## config.mk

```make
export PLATFORM = sky130hd
export DESIGN_NAME = vpar_unit
export DESIGN_NICKNAME = d
export VERILOG_FILES = /design/src/rtl/vpar_pkg.sv /design/src/rtl/vpar_decode.sv /design/src/rtl/vpar_tree.sv /design/src/rtl/vpar_out_reg.sv /design/src/rtl/vpar_unit.sv
export SDC_FILE = /design/constraint.sdc
export NUM_CORES = 1
export LEC_CHECK = 0
export BUFFER_PORTS_ARGS = -buffer_cell sky130_fd_sc_hd__buf_2
export CORE_AREA = 2 2 103 105
export CTS_CLUSTER_DIAMETER = 30
export DETAILED_ROUTE_END_ITERATION = 16
export DIE_AREA = 0 0 105 107
export PLACE_DENSITY = 0.45
export SYNTH_ARGS = -nofsm -noshare
export SYNTH_HDL_FRONTEND = slang
export SYNTH_SLANG_ARGS = --single-unit
export TNS_END_PERCENT = 30
```

## constraint.sdc

```tcl
create_clock -name clk_i -period 1.5 [get_ports clk_i]
set_input_delay 0.3 -clock clk_i [delete_from_list [all_inputs] [get_ports clk_i]]
set_output_delay 0.3 -clock clk_i [all_outputs]
set_load 0.01 [all_outputs]
```

## src/rtl/vpar_pkg.sv

```systemverilog
package vpar_pkg;
  parameter int unsigned SEL_W = 5;

  localparam logic [SEL_W-1:0] SEL_WORD  = SEL_W'(8);
  localparam logic [SEL_W-1:0] SEL_DWORD = SEL_W'(9);
  localparam logic [SEL_W-1:0] SEL_QUAD  = SEL_W'(10);

  typedef struct packed {
    logic word_en;
    logic dword_en;
    logic quad_en;
    logic illegal;
  } vpar_mode_t;
endpackage

```

## src/rtl/vpar_decode.sv

```systemverilog
module vpar_decode
  import vpar_pkg::*;
(
  input  logic [SEL_W-1:0] sel_i,
  output vpar_mode_t       mode_o
);
  always_comb begin
    mode_o = '0;
    unique case (sel_i)
      SEL_WORD:  mode_o.word_en  = 1'b1;
      SEL_DWORD: mode_o.dword_en = 1'b1;
      SEL_QUAD:  mode_o.quad_en  = 1'b1;
      default:   mode_o.illegal  = 1'b1;
    endcase
  end
endmodule

```

## src/rtl/vpar_tree.sv

```systemverilog
module vpar_tree #(
  parameter int unsigned NUM_BYTES = 16,
  parameter int unsigned BPW       = 4,
  localparam int unsigned NUM_WORDS = NUM_BYTES / BPW,
  localparam int unsigned NUM_DW    = NUM_WORDS / 2
) (
  input  logic [NUM_BYTES-1:0] lsb_i,
  output logic [NUM_WORDS-1:0] word_par_o,
  output logic [NUM_DW-1:0]    dword_par_o,
  output logic                 quad_par_o
);
  // word parities feed doubleword, doublewords feed quad
  for (genvar w = 0; w < NUM_WORDS; w++) begin : g_word
    assign word_par_o[w] = ^lsb_i[w*BPW +: BPW];
  end
  for (genvar d = 0; d < NUM_DW; d++) begin : g_dword
    assign dword_par_o[d] = word_par_o[2*d] ^ word_par_o[2*d+1];
  end
  assign quad_par_o = ^dword_par_o;
endmodule

```

## src/rtl/vpar_out_reg.sv

```systemverilog
module vpar_out_reg #(
  parameter int unsigned VEC_W = 128
) (
  input  logic             clk_i,
  input  logic             rst_ni,
  input  logic             valid_i,
  input  logic [VEC_W-1:0] res_d_i,
  input  logic             ill_d_i,
  output logic [VEC_W-1:0] res_o,
  output logic             res_valid_o,
  output logic             illegal_o
);
  always_ff @(posedge clk_i or negedge rst_ni) begin
    if (!rst_ni) begin
      res_o       <= '0;
      res_valid_o <= 1'b0;
      illegal_o   <= 1'b0;
    end else begin
      res_valid_o <= valid_i;
      if (valid_i) begin
        res_o     <= res_d_i;
        illegal_o <= ill_d_i;
      end
    end
  end

  p_valid_lat_r6: assert property (@(posedge clk_i) disable iff (!rst_ni)
    valid_i |=> res_valid_o);
  p_valid_idle_r6: assert property (@(posedge clk_i) disable iff (!rst_ni)
    !valid_i |=> !res_valid_o);
  p_hold_r7: assert property (@(posedge clk_i) disable iff (!rst_ni)
    !valid_i |=> ($stable(res_o) && $stable(illegal_o)));
endmodule

```

## src/rtl/vpar_unit.sv

```systemverilog
module vpar_unit
  import vpar_pkg::*;
#(
  parameter int unsigned VEC_W  = 128,
  parameter int unsigned BYTE_W = 8,
  parameter int unsigned WORD_W = 32,
  localparam int unsigned NUM_BYTES = VEC_W / BYTE_W,
  localparam int unsigned BPW       = WORD_W / BYTE_W,
  localparam int unsigned NUM_WORDS = VEC_W / WORD_W,
  localparam int unsigned NUM_DW    = NUM_WORDS / 2
) (
  input  logic             clk_i,
  input  logic             rst_ni,
  input  logic             valid_i,
  input  logic [VEC_W-1:0] src_i,
  input  logic [SEL_W-1:0] sel_i,
  output logic [VEC_W-1:0] res_o,
  output logic             res_valid_o,
  output logic             illegal_o
);
  vpar_mode_t            mode;
  logic [NUM_BYTES-1:0]  lsb;
  logic [NUM_WORDS-1:0]  word_par;
  logic [NUM_DW-1:0]     dword_par;
  logic                  quad_par;
  logic [NUM_WORDS-1:0]  lane_bit;
  logic [VEC_W-1:0]      res_d;
  logic [VEC_W-1:0]      lane_mask;
  logic                  unused_upper_bits;

  vpar_decode u_decode (
    .sel_i  (sel_i),
    .mode_o (mode)
  );

  // only bit 0 of each byte enters the parity
  for (genvar b = 0; b < NUM_BYTES; b++) begin : g_lsb
    assign lsb[b] = src_i[b*BYTE_W];
  end

  always_comb begin
    lane_mask = '0;
    for (int i = 0; i < NUM_WORDS; i++) lane_mask[i*WORD_W] = 1'b1;
  end
  assign unused_upper_bits = ^(src_i & ~{NUM_BYTES{{(BYTE_W-1){1'b0}}, 1'b1}});

  vpar_tree #(
    .NUM_BYTES (NUM_BYTES),
    .BPW       (BPW)
  ) u_tree (
    .lsb_i       (lsb),
    .word_par_o  (word_par),
    .dword_par_o (dword_par),
    .quad_par_o  (quad_par)
  );

  for (genvar i = 0; i < NUM_WORDS; i++) begin : g_lane
    if (i == 0) begin : g_lane0
      assign lane_bit[i] = (mode.word_en  & word_par[i])
                         | (mode.dword_en & dword_par[0])
                         | (mode.quad_en  & quad_par);
    end else if (i % 2 == 0) begin : g_even
      assign lane_bit[i] = (mode.word_en  & word_par[i])
                         | (mode.dword_en & dword_par[i/2]);
    end else begin : g_odd
      assign lane_bit[i] = mode.word_en & word_par[i];
    end
  end

  always_comb begin
    res_d = '0;
    for (int i = 0; i < NUM_WORDS; i++) res_d[i*WORD_W] = lane_bit[i];
  end

  vpar_out_reg #(
    .VEC_W (VEC_W)
  ) u_out (
    .clk_i       (clk_i),
    .rst_ni      (rst_ni),
    .valid_i     (valid_i),
    .res_d_i     (res_d),
    .ill_d_i     (mode.illegal),
    .res_o       (res_o),
    .res_valid_o (res_valid_o),
    .illegal_o   (illegal_o)
  );

  p_one_mode_r5: assert property (@(posedge clk_i) disable iff (!rst_ni)
    $onehot({mode.word_en, mode.dword_en, mode.quad_en, mode.illegal}));
  p_illegal_zero_r5: assert property (@(posedge clk_i) disable iff (!rst_ni)
    illegal_o |-> (res_o == '0));
  p_zero_fill_r3: assert property (@(posedge clk_i) disable iff (!rst_ni)
    (res_o & ~lane_mask) == '0);
  p_quad_upper_r3: assert property (@(posedge clk_i) disable iff (!rst_ni)
    (valid_i && mode.quad_en) |=> (res_o[VEC_W-1:1] == '0));
endmodule

```

==> results.toml <==
[timing]
fin_worst_skew_ns = 0
post-route-min-period_ns = 1.35
rsz0062_at_grt = "false"
drv_slew = 0
finalSetupTns_ns = 0
setup_violations = 0
fmax_mhz = 742
hold_viol = 0
fin_crit_sh = 0.898

[clock_tree]
cts_root_buf = "clkbuf_8"
clk_latency_ns = 0.22
cts_inserted_buffers = 3
postCtsSetupRepairBufs = 0
clk_path_buf_depth = 2
htree_levels = 1
cts.clk_slew.worst_paths_ns = 0.04
post_cts_resize_count = 0
clock_sinks = 6
hold_buffers = 1
cts_tree = "built"

[drt]
drt_iter0_markers = 13
drtAntennaViolNets = 0
wl_um = 1690
viasPerCell = 2.14
drt-wirelength-per-cell_um = 4.96
vias = 730
route.detailed.drc = 0
dr.pass1.iters = 4

[worst_setup_path]
worst_path_most_repeated_cell = "xnor2_1"
crit_chain = "buf_2 -> xor2_1 -> xnor2_1 -> xnor2_1 -> xnor2_1 -> a221o_1"
crit_arrival_ns = 1.45
critical_path.endpoint_type = "register"
critical_path_class = "primary input to register"
worst_path_max_delay_cell = "xnor2_1"
slowest_delay_ns = 0.32
start_kind = "primary input"
worstPathMaxFanout = 2
cp.required_ns = 1.60

[floorplan]
io_pins = 266
rows = 37
die_width_um = 105
die-area_sq_um = 11200
start_util = 0.134
die_h_um = 107
core-area_sq_um = 10100

[grt]
grt_pass1_wl_um = 2240
antenna_found_initial = 0
grt_start_max_net_pins = 9
grt_overflow = 0
grt.total_usage = 0.0262
grt_pass1_vias = 476

[layout]
mostFrequentLayoutCells = "conb_1, buf_2, xnor2_1"
area_growth_pct = -4.81
final_util = 0.128
layout_commonest_cell = "conb_1"
antenna_cells = 0
nets = 343
drive_gt1_frac = 0.195

[pwr]
irDropWorstVdd_v = 0.000260
p_leak_uw = 0.000734
power_density_nw_per_um2 = 615
power_uw = 792

[synth]
ys_seq_area_frac = 0.111
ys_types = 18
yosysWarnings = 0
avgSynthCellArea_sq_um = 8.06
synth-seq-cells = 6
synth_area_sq_um = 1350
syn_inst = 168

[status]
status = "complete, no violations"

[place]
io_buffers = 29
gp_congestion = 0.662
dp_hpwl_um = 1590

[worst_hold_path]
min-delay-path-class = "primary input to register"

[job]
cap_viol_max_count = 0
[path summary, 6_finish.rpt]
check / from / endpoint / slack (ns) / depth (start not counted)
hold reg to reg: u_out.res_o[64] / u_out.res_o[64] / 0.51 / 1
setup reg to reg: u_out.res_o[0] / u_out.res_o[0] / 0.67 / 1
min in group asynchronous: rst_ni / u_out.illegal_o / 0.43 / 2
setup / recovery: src_i[120] / u_out.res_o[0] / 0.15 / 6
max in group asynchronous: rst_ni / u_out.res_o[0] / 0.93 / 2
hold / removal: valid_i / u_out.res_valid_o / 0.28 / 1
[worst max-delay path: cells and delay by family]
family                 cells  cell delay (ns)
XOR/XNOR                   4             0.76
buffers and inverters      1             0.10
AO/OA/AOI/OAI              1             0.29
[power by group]
group / internal [uW] / leakage [uW] / switching, uW
Combinational: 134 / 0.000636 / 244
Sequential: 169 / 0.0000765 / 3.07
Clock: 172 / 0.0000216 / 69.6
[registers in the layout, indices dropped and copies added (netlist names)]
register / count
u_out.res_valid_o: 1
u_out.illegal_o: 1
u_out.res_o: 4
[per-stage QoR]
step                setup WS [ns]  hold WS, ns  instances  area [sq um]
global placement           -0.125        0.126        337          1240
CTS                         0.111        0.270        341          1290
finish                      0.152        0.281        341          1290
global route              0.00593        0.275        341          1290
floorplan                   0.116      0.00441        291          1820
detailed placement         -0.124        0.128        337          1240
[logic make-up (layout without fill, tap and decap cells)]
family | after synthesis | count (layout) | share of synthesized area
compound gates | 8 | 8 | 0.0388
flops | 6 | 6 | 0.111
simple gates | 10 | 10 | 0.0370
other cells | 1 | 124 | 0.00277
buf+inv | 127 | 41 | 0.696
xor+xnor | 16 | 16 | 0.115
[layout make-up]
type                    instances  area (sq um)
repair buffers                 35           193
clock buffers                   3          41.3
flip-flops and latches          6           150
well taps                     136           170
fillers                      1187          8800
inverters                       3          11.3
multi-input cells             158           723
[routing by layer]
| metal | track usage | vias up | wire (um) |
|---|---|---|---|
| met2 | 0.0339 | 87 | 689 |
| met3 | 0.00790 | 4 | 321 |
| li1 | - | 346 | - |
| met4 | 0.0229 | 0 | 40 |
| met5 | 0 | - | 0 |
| met1 | 0.0345 | 293 | 640 |
[Yosys cell counts]
cell type	n	area, sq um
a221o_1	1	10.0
a21oi_1	3	15.0
a21o_2	1	8.76
nand2_1	2	7.51
o21ai_0	2	10.0
buf_4	124	931
inv_1	3	11.3
nand3_1	3	15.0
xor2_1	3	26.3
xnor2_2	2	32.5
nor4b_1	1	8.76
o2bb2ai_1	1	8.76
xnor2_1	11	96.3
conb_1	1	3.75
dfrtp_1	6	150
or3_1	1	6.26
nor3_1	1	5.00
nor2_1	2	7.51
Note: power is estimated with default switching activity, not from simulation.
